File: config.mk
export PLATFORM = sky130hd
export DESIGN_NAME = dsr_matrix
export DESIGN_NICKNAME = d
export VERILOG_FILES = /design/src/rtl/dsr_pkg.sv /design/src/rtl/dsr_cfg_regs.sv /design/src/rtl/dsr_reduce.sv /design/src/rtl/dsr_select.sv /design/src/rtl/dsr_qual.sv /design/src/rtl/dsr_matrix.sv
export SDC_FILE = /design/constraint.sdc
export NUM_CORES = 2
export LEC_CHECK = 0
export CORE_MARGIN = 2
export CORE_UTILIZATION = 30
export CTS_CLUSTER_SIZE = 28
export DETAILED_ROUTE_END_ITERATION = 12
export GPL_TIMING_DRIVEN = 0
export PLACE_DENSITY = 0.47
export SYNTH_ARGS = -nofsm -noshare
export SYNTH_HDL_FRONTEND = slang
export SYNTH_SLANG_ARGS = --single-unit
File: constraint.sdc
create_clock -name clk -period 5.02 [get_ports clk]
set_clock_uncertainty 0.2 [all_clocks]
set_input_delay 1.004 -clock clk [delete_from_list [all_inputs] [get_ports clk]]
set_output_delay 1.004 -clock clk [all_outputs]
set_load 0.02 [all_outputs]
File: src/rtl/dsr_pkg.sv
package dsr_pkg;

  typedef enum logic [1:0] {
    MODE_AND = 2'd0,
    MODE_OR  = 2'd1,
    MODE_ONE = 2'd2,
    MODE_RSV = 2'd3
  } mode_e;

  typedef enum logic [1:0] {
    ST_RUN  = 2'd0,
    ST_PEND = 2'd1,
    ST_SUSP = 2'd2
  } state_e;

  // Qualifier transition: free-run and a dropped request both win over everything.
  function automatic state_e next_state(state_e cur, logic req, logic free_run,
                                        logic graceful, logic done);
    state_e nxt;
    if (free_run || !req) begin
      nxt = ST_RUN;
    end else if (!graceful) begin
      nxt = ST_SUSP;
    end else begin
      case (cur)
        ST_RUN:  nxt = ST_PEND;
        ST_PEND: nxt = done ? ST_SUSP : ST_PEND;
        default: nxt = ST_SUSP;
      endcase
    end
    return nxt;
  endfunction

endpackage

File: src/rtl/dsr_cfg_regs.sv
module dsr_cfg_regs #(
  parameter int NUM_SINK = 64,
  parameter int IDX_W    = 5,
  localparam int ADDR_W  = $clog2(NUM_SINK),
  localparam int CFG_W   = IDX_W + 4
) (
  input  logic                           clk,
  input  logic                           rst,
  input  logic                           wr_en,
  input  logic [ADDR_W-1:0]              wr_addr,
  input  logic [CFG_W-1:0]               wr_data,
  output logic [NUM_SINK-1:0][1:0]       mode_o,
  output logic [NUM_SINK-1:0][IDX_W-1:0] idx_o,
  output logic [NUM_SINK-1:0]            free_o,
  output logic [NUM_SINK-1:0]            soft_o
);

  logic [NUM_SINK-1:0][1:0]       mode_q;
  logic [NUM_SINK-1:0][IDX_W-1:0] idx_q;
  logic [NUM_SINK-1:0]            free_q;
  logic [NUM_SINK-1:0]            soft_q;

  for (genvar s = 0; s < NUM_SINK; s++) begin : g_word
    logic hit;
    assign hit = wr_en && (wr_addr == ADDR_W'(s));
    always_ff @(posedge clk) begin
      if (rst) begin
        mode_q[s] <= 2'b00;
        idx_q[s]  <= '0;
        free_q[s] <= 1'b0;
        soft_q[s] <= 1'b0;
      end else if (hit) begin
        mode_q[s] <= wr_data[1:0];
        idx_q[s]  <= wr_data[IDX_W+1:2];
        free_q[s] <= wr_data[IDX_W+2];
        soft_q[s] <= wr_data[IDX_W+3];
      end
    end
  end

  assign mode_o = mode_q;
  assign idx_o  = idx_q;
  assign free_o = free_q;
  assign soft_o = soft_q;

  // the addressed word holds the written data on the next clock
  assert_write_lands_R9: assert property (@(posedge clk) disable iff (rst)
    wr_en |=> ({soft_q[$past(wr_addr)], free_q[$past(wr_addr)],
                idx_q[$past(wr_addr)], mode_q[$past(wr_addr)]} == $past(wr_data)));

  // leaving reset, every word is zero
  assert_reset_defaults_R1: assert property (@(posedge clk) disable iff (rst)
    $past(rst) |-> (mode_q == '0 && free_q == '0 && soft_q == '0 && idx_q == '0));

endmodule

File: src/rtl/dsr_reduce.sv
module dsr_reduce #(
  parameter int NUM_SRC = 32
) (
  input  logic               clk,
  input  logic               rst,
  input  logic [NUM_SRC-1:0] src_req,
  input  logic [NUM_SRC-1:0] src_enable,
  output logic               and_all,
  output logic               or_all
);

  logic any_enabled;

  assign any_enabled = |src_enable;
  assign and_all     = any_enabled && (&(src_req | ~src_enable));
  assign or_all      = |(src_req & src_enable);

  // an empty mask yields no request from either reduction
  assert_empty_mask_R2: assert property (@(posedge clk) disable iff (rst)
    (src_enable == '0) |-> (!and_all && !or_all));

  // all enabled requesting implies at least one enabled requesting
  assert_and_implies_or_R3: assert property (@(posedge clk) disable iff (rst)
    and_all |-> or_all);

endmodule

File: src/rtl/dsr_select.sv
module dsr_select
  import dsr_pkg::*;
#(
  parameter int NUM_SRC = 32,
  localparam int IDX_W  = $clog2(NUM_SRC)
) (
  input  logic [1:0]         mode,
  input  logic [IDX_W-1:0]   idx,
  input  logic [NUM_SRC-1:0] src_req,
  input  logic               and_all,
  input  logic               or_all,
  output logic               req
);

  always_comb begin
    case (mode_e'(mode))
      MODE_OR:  req = or_all;
      MODE_ONE: req = src_req[idx];
      default:  req = and_all;
    endcase
  end

endmodule

File: src/rtl/dsr_qual.sv
module dsr_qual
  import dsr_pkg::*;
(
  input  logic   clk,
  input  logic   rst,
  input  logic   req,
  input  logic   free_run,
  input  logic   graceful,
  input  logic   done,
  output logic   suspend,
  output state_e state_o
);

  state_e state_q;
  state_e state_d;

  assign state_d = next_state(state_q, req, free_run, graceful, done);

  always_ff @(posedge clk) begin
    if (rst) state_q <= ST_RUN;
    else     state_q <= state_d;
  end

  assign suspend = (state_q == ST_SUSP);
  assign state_o = state_q;

  assert_free_blocks_R5: assert property (@(posedge clk) disable iff (rst)
    free_run |=> !suspend);

  assert_hard_stop_R6: assert property (@(posedge clk) disable iff (rst)
    (req && !graceful && !free_run) |=> suspend);

  assert_soft_waits_R7: assert property (@(posedge clk) disable iff (rst)
    (req && graceful && !free_run && state_q == ST_RUN) |=> (!suspend && state_q == ST_PEND));

  assert_soft_holds_R7: assert property (@(posedge clk) disable iff (rst)
    (req && graceful && !free_run && state_q == ST_SUSP) |=> suspend);

  assert_drop_runs_R8: assert property (@(posedge clk) disable iff (rst)
    !req |=> (state_q == ST_RUN));

  assert_soft_cleared_R10: assert property (@(posedge clk) disable iff (rst)
    (state_q == ST_PEND && req && !graceful && !free_run) |=> suspend);

endmodule

File: src/rtl/dsr_matrix.sv
module dsr_matrix
  import dsr_pkg::*;
#(
  parameter int NUM_SRC  = 32,
  parameter int NUM_SINK = 64,
  localparam int IDX_W   = $clog2(NUM_SRC),
  localparam int ADDR_W  = $clog2(NUM_SINK),
  localparam int CFG_W   = IDX_W + 4,
  localparam int RD_W    = CFG_W + 1
) (
  input  logic                clk,
  input  logic                rst,
  input  logic [NUM_SRC-1:0]  src_req,
  input  logic [NUM_SRC-1:0]  src_enable,
  input  logic [NUM_SINK-1:0] sink_done,
  input  logic                wr_en,
  input  logic [ADDR_W-1:0]   wr_addr,
  input  logic [CFG_W-1:0]    wr_data,
  input  logic [ADDR_W-1:0]   rd_addr,
  output logic [RD_W-1:0]     rd_data,
  output logic [NUM_SINK-1:0] sink_suspend
);

  logic [NUM_SINK-1:0][1:0]       cfg_mode;
  logic [NUM_SINK-1:0][IDX_W-1:0] cfg_idx;
  logic [NUM_SINK-1:0]            cfg_free;
  logic [NUM_SINK-1:0]            cfg_soft;
  logic                           red_and;
  logic                           red_or;
  logic [NUM_SINK-1:0]            routed_req;
  state_e                         sink_state [NUM_SINK];

  dsr_cfg_regs #(.NUM_SINK(NUM_SINK), .IDX_W(IDX_W)) u_regs (
    .clk     (clk),
    .rst     (rst),
    .wr_en   (wr_en),
    .wr_addr (wr_addr),
    .wr_data (wr_data),
    .mode_o  (cfg_mode),
    .idx_o   (cfg_idx),
    .free_o  (cfg_free),
    .soft_o  (cfg_soft)
  );

  // One pair of reductions shared by every sink
  dsr_reduce #(.NUM_SRC(NUM_SRC)) u_reduce (
    .clk        (clk),
    .rst        (rst),
    .src_req    (src_req),
    .src_enable (src_enable),
    .and_all    (red_and),
    .or_all     (red_or)
  );

  for (genvar s = 0; s < NUM_SINK; s++) begin : g_sink
    dsr_select #(.NUM_SRC(NUM_SRC)) u_sel (
      .mode    (cfg_mode[s]),
      .idx     (cfg_idx[s]),
      .src_req (src_req),
      .and_all (red_and),
      .or_all  (red_or),
      .req     (routed_req[s])
    );

    dsr_qual u_qual (
      .clk      (clk),
      .rst      (rst),
      .req      (routed_req[s]),
      .free_run (cfg_free[s]),
      .graceful (cfg_soft[s]),
      .done     (sink_done[s]),
      .suspend  (sink_suspend[s]),
      .state_o  (sink_state[s])
    );
  end

  assign rd_data = {sink_suspend[rd_addr], cfg_soft[rd_addr], cfg_free[rd_addr],
                    cfg_idx[rd_addr], cfg_mode[rd_addr]};

  // no sink is suspended in the first cycle after reset
  assert_quiet_after_reset_R1: assert property (@(posedge clk) disable iff (rst)
    $past(rst) |-> (sink_suspend == '0));

  // read-back status agrees with the addressed suspend output
  assert_status_matches_R9: assert property (@(posedge clk) disable iff (rst)
    rd_data[RD_W-1] == (sink_state[rd_addr] == ST_SUSP));

endmodule

Word level (Yosys, flattened, before mapping)
Index checks and enable logic that the tools add are counted.

word-level totals
  output and inout port bits = 74
  register bits after elaboration = 704
  input port bits = 152

cells by class
  equality and inequality tests = 319
  reductions and logical operators = 389
  bitwise logic cells = 67
  $lt $le $gt $ge = 65
  muxes and demuxes = 394

operator list
  operator              count
  $lt A5 B6 Y1 const B  64
  $bmux W1 S5           64
  $mux W2               129
  $eq A2 B1 Y1 const B  128
  $eq A2 B2 Y1 const B  128
  $pmux W2 S2           64
  $eq A6 B6 Y1 const B  32
  $reduce_or A3 Y1      64
  $logic_not A2 Y1      64
  $pmux W1 S2           64
  $reduce_or A2 Y1      64
  $eq A6 B5 Y1 const B  16
  $mux W1               67
  $logic_and A1 B1 Y1   65
  $logic_not A1 Y1      64
  $logic_or A1 B1 Y1    64
  $not A1 Y1            64
  $reduce_or A32 Y1     2
  $eq A6 B4 Y1 const B  8
  $and A32 B32 Y32      1
  $not A32 Y32          1
  $or A32 B32 Y32       1
  $reduce_and A32 Y1    1
  $bmux W5 S6           1
  8 further kinds       14

Depth between registers and ports, before layout
  word-level depth = 8
  mapped depth = 9
  gate-level depth less buffers = 7

By module
Synthesis repeated with hierarchy kept, for this count alone.

second synthesis, totals
  cell total of the unflattened synthesis = 4999
  area, all modules = 57397.5 um2

modules (own cells, without submodules)
  module        cells each  sequential area each (um2)  area each (um2)  times used
  dsr_select    31          0.0                         366.6            64
  dsr_cfg_regs  1981        11531.1                     22883.2          1
  dsr_qual      9           40.0                        85.1             64
  dsr_matrix    378         0.0                         5118.7           1
  dsr_reduce    80          0.0                         488.0            1

Worst setup path before layout
OpenSTA, ideal clock, no wires.

  path kind = input port to output port
  from = input port rd_addr[0]
  to = output port rd_data[1]
  path buffers = 4
  stages on the path = 8
  data arrival time = 2.969 ns
  data required time = 3.816 ns
  setup slack = 0.847 ns
  cell sequence = buf_6 -> buf_6 -> buf_2 -> buf_2 -> mux4_2 -> o211ai_1 -> o21ai_0 -> o22ai_1

between the ends
  word-level cells in the longest chain between the ends = 2

ends and longest elaborated chain
  item                           line              source
  start, declared                dsr_matrix.sv:19  input logic [ADDR_W-1:0] rd_addr,
  $bmux W2 S6                    dsr_matrix.sv:78  cfg_idx[rd_addr], cfg_mode[rd_addr]};
  $mux W2 (not written as such)  dsr_matrix.sv:78
  end, declared                  dsr_matrix.sv:20  output logic [RD_W-1:0] rd_data,

Every way passes these cells. The select of a mux whose other input is x is not followed.

Worst setup path in the final report
  from = input port rd_addr[1]
  to = output port rd_data[6]

between the ends
  word-level cells in the longest chain between the ends = 2

ends and longest elaborated chain
  item                           line
  $bmux W5 S6                    dsr_matrix.sv:78
  $mux W5 (not written as such)  dsr_matrix.sv:78

Every way passes these cells. The select of a mux whose other input is x is not followed.

==> impl_results.md <==
* Final #Nets at 6,111
* WS Path Type: in2out
* Syn Std Cell Area at 54,980 um2
* Req. time, crit path at 3.82 ns
* Post-layout util at 0.3522
* CTS tree: done
* TritonCTS Buffers at 94
* Number of synthesized flops with an enable pin at 0
* Clk sink count at 704
* TritonRoute pass-1 iters at 8
* Antenna violations before repair at 64
* Commonest non-fill, non-tap cell in the layout: dfxtp_1
* Crit path arrival time at 3.92 ns
* DRT antenna net count at 0
* Worst setup EP type: output pin
* Max-slew violation count at 287
* Final Hold Fails at 0
* Die W at 432.1 um
* Area grow syn2layout at 16.90%
* Crit start category: input port
* Total Routing Usage GR at 0.4341
* Post-Layout Cell Count at 8,337
* Layout cell share with drive strength beyond 1 at 0.2634
* Post-layout minimum cycle time at 5.129 ns
* Netlist cell types at 64
* Max_slew headroom at -0.1254
* Hold path depth at 2
* Net Sw Power at 5.254 mW
* Most frequent cells in the layout: dfxtp_1 (704), mux4_2 (636), nand2_1 (577)
* Total Wirelength at 415.0 mm
* Slowest library cell on the worst path: mux2i_1
* Yosys warns at 0
* Setup TNS at -0.3958 ns
* Hold WC Path Type: reg2reg
* # DRC at 0
* Primary FF master, synth: dfxtp_1
* CP Max Fanout at 10
* Hold buffer count at CTS at 0
* Die Footprint at 186,700 um2
* Post-synthesis area per instance at 9.976 um2
* Power Total at 15.77 mW
* Clk_lat worst skew at 0.79 ns
* Slowest stage delay, CP at 0.75 ns
* Seq pwr share at 0.357
* R2r worst-path depth at 7
* WHS Endpoint: u_regs.free_o[51]
* Vias at 56,040
* Clock Path Buffers at 3
* CTS H-tree depth at 3
* Post-synthesis instance total at 5,511
* Max frequency at 195.0 MHz
* Avg WL per Cell at 49.78 um
* Violated checks: max-capacitance violations, max-slew violations, negative setup slack
* Reg-to-Reg Start: u_regs.idx_o[182]
* Hpwl dp at 314.3 mm
* R2R setup slack at 1.56 ns
* Placed cells at 8,100
* Number of global-route vias before repair at 50,580
* Total nets after synthesis at 5,791
* Part of the power in combinational logic at 0.183
* Row count at 157
* Endpoints failing setup at 10
* Largest net degree at the start of global routing at 14
* VDD IR max at 0.3039 mV
* Starting Density at 0.3012
* Worst-Margin Slew at 1.688 ns
* 1st-iter DRT viols at 9,304
* Clock edge transition at the registers on the reported setup and hold paths at 0.06 ns
* Yosys reg bits at 704
* Final period util at 1.022
* Worst r2r dst: g_sink[36].u_qual.state_o[0]
* Fill cells at 18,540
* I/O Buffers at 195
* DR vias/cell at 6.722
* GRT Residual Overflow at 0
* I/O Pins at 226
* Final worst slack at -0.1089 ns
* Sw Share at 0.3332
* Hold Startpoint: u_regs.free_o[51]
* GP Congestion at 1.119
* RSZ-0062 raised after global routing: true
* Cell Chain, Critical Path: buf_12 -> buf_16 -> clkbuf_2 -> buf_12 -> mux4_2 -> mux4_2 -> mux2i_1 -> o22ai_2 -> buf_6
* Lkg Pwr at 19.54 nW
* First-pass GRT wire length at 527.8 mm
* Chip height at 432.1 um
* CORE AREA at 182,500 um2
* Async SR Flop Fraction at 0
* Pwr/cell area at 245.4 nW/um2
* Outcome: complete, but fails checks
* Seq/Total Area, Yosys at 0.2564
* P_int at 10.51 mW
* Total of max-cap violations at 27
* Clock power share at 0.460
* Clk Tree Root Cell: clkbuf_16
-- what timing repair did --
action | in CTS | in global routing
setup buffers | 19 | 2
cloned | 1 | 0
pin swaps | 6 | 2
resized for setup | 183 | 12
setup endpoints to repair | 10 | 5
-- cell usage after synthesis (17+ instances only) --
cell	instances	share of area
a2111oi_2	61	0.017
a211oi_1	38	0.0052
a211oi_2	49	0.011
a21oi_1	399	0.036
a221oi_4	30	0.014
a22oi_1	21	0.0029
a31oi_1	37	0.0042
buf_1	42	0.0029
buf_2	197	0.018
buf_4	71	0.0097
buf_6	27	0.0055
clkbuf_1	422	0.029
dfxtp_1	704	0.26
ha_1	128	0.029
inv_1	195	0.013
mux2_2	94	0.019
mux2i_1	397	0.072
mux4_2	636	0.26
nand2_1	578	0.039
nand2b_1	88	0.010
nand3_1	458	0.042
nand3b_1	146	0.020
nor2_1	218	0.015
nor2_2	19	0.0022
nor2b_1	80	0.0091
o211ai_1	17	0.0023
o21ai_0	43	0.0039
o221ai_1	30	0.0048
o22ai_1	38	0.0043
o311a_1	41	0.0075
or2_2	70	0.0080
-- final cells by class --
class	instances	area (um2)	share of cell area
Tap cell	2385	2984	0.04643
Timing Repair Buffer	226	2322	0.03613
Multi-Input combinational cell	3844	36660	0.5704
Buffer	764	4192	0.06522
Inverter	197	747.0	0.01162
Antenna cell	53	132.6	0.002064
Clock buffer	123	2611	0.04063
Sequential cell	704	14090	0.2193
Clock inverter	41	525.5	0.008177
-- power groups by stage --
stage	combinational, mW	clock (mW)	sequential, mW
floorplan	1.13	0	5.74
global placement	2.58	0	5.76
detailed placement	2.59	0	5.76
CTS	2.67	7.26	5.63
global route	2.76	7.44	5.63
finish	2.88	7.25	5.63
-- registers in the layout (all words and copies together) (netlist names) --
register	cells
u_regs.mode_o	128
u_regs.free_o	64
u_regs.soft_o	64
g_sink.u_qual.state_o	128
u_regs.idx_o	320
-- worst max path at each step --
stage	to	cells after the start	slack (ns)	from
6_report	rd_data[6]	9	-0.11	rd_addr[1]
5_1_grt	rd_data[9]	9	-0.008	rd_addr[3]
4_1_cts	rd_data[6]	8	0.0009	rd_addr[1]
3_5_place_dp	rd_data[1]	8	-2.35	rd_addr[1]
3_3_place_gp	rd_data[3]	8	-3.52	rd_addr[3]
2_1_floorplan	rd_data[1]	8	0.85	rd_addr[0]
-- through the flow --
step           hold slack [ns]  setup WS, ns  area [um2]
2_1_floorplan           0.2414        0.8471       54980
3_3_place_gp            0.2552        -3.519       59910
3_5_place_dp            0.2607        -2.348       60130
4_1_cts                 0.2724     0.0008527       64050
5_1_grt                 0.2907     -0.007612       64180
6_report                0.2705       -0.1089       64270
-- critical path: cells and delay by family --
| family | cells | cell delay (ns) |
|---|---|---|
| compound gates | 1 | 0.25 |
| buf+inv | 5 | 0.97 |
| mux | 3 | 1.64 |
-- cells by family (layout without fill, tap and decap cells) --
kind of cell    Yosys count  in the layout  share of synthesized area
compound gates          864            864                     0.1256
other cells               0             53                          0
buf+inv                 963           1351                    0.07975
mux                    1134           1134                     0.3554
flops                   704            704                     0.2564
simple gates           1718           1718                     0.1537
fa+ha+maj               128            128                    0.02913
-- per-layer routing --
layer / wire length [um] / part of all wire / up-vias / track usage
met5: 688 / 0.0017 / - / 0.0007806
met4: 36550 / 0.088 / 40 / 0.3281
met3: 60210 / 0.15 / 1236 / 0.2094
met2: 161900 / 0.39 / 4859 / 0.5802
met1: 155700 / 0.38 / 28630 / 0.5312
li1: - / - / 21280 / -
No activity file was read; power rests on OpenSTA's default activity.
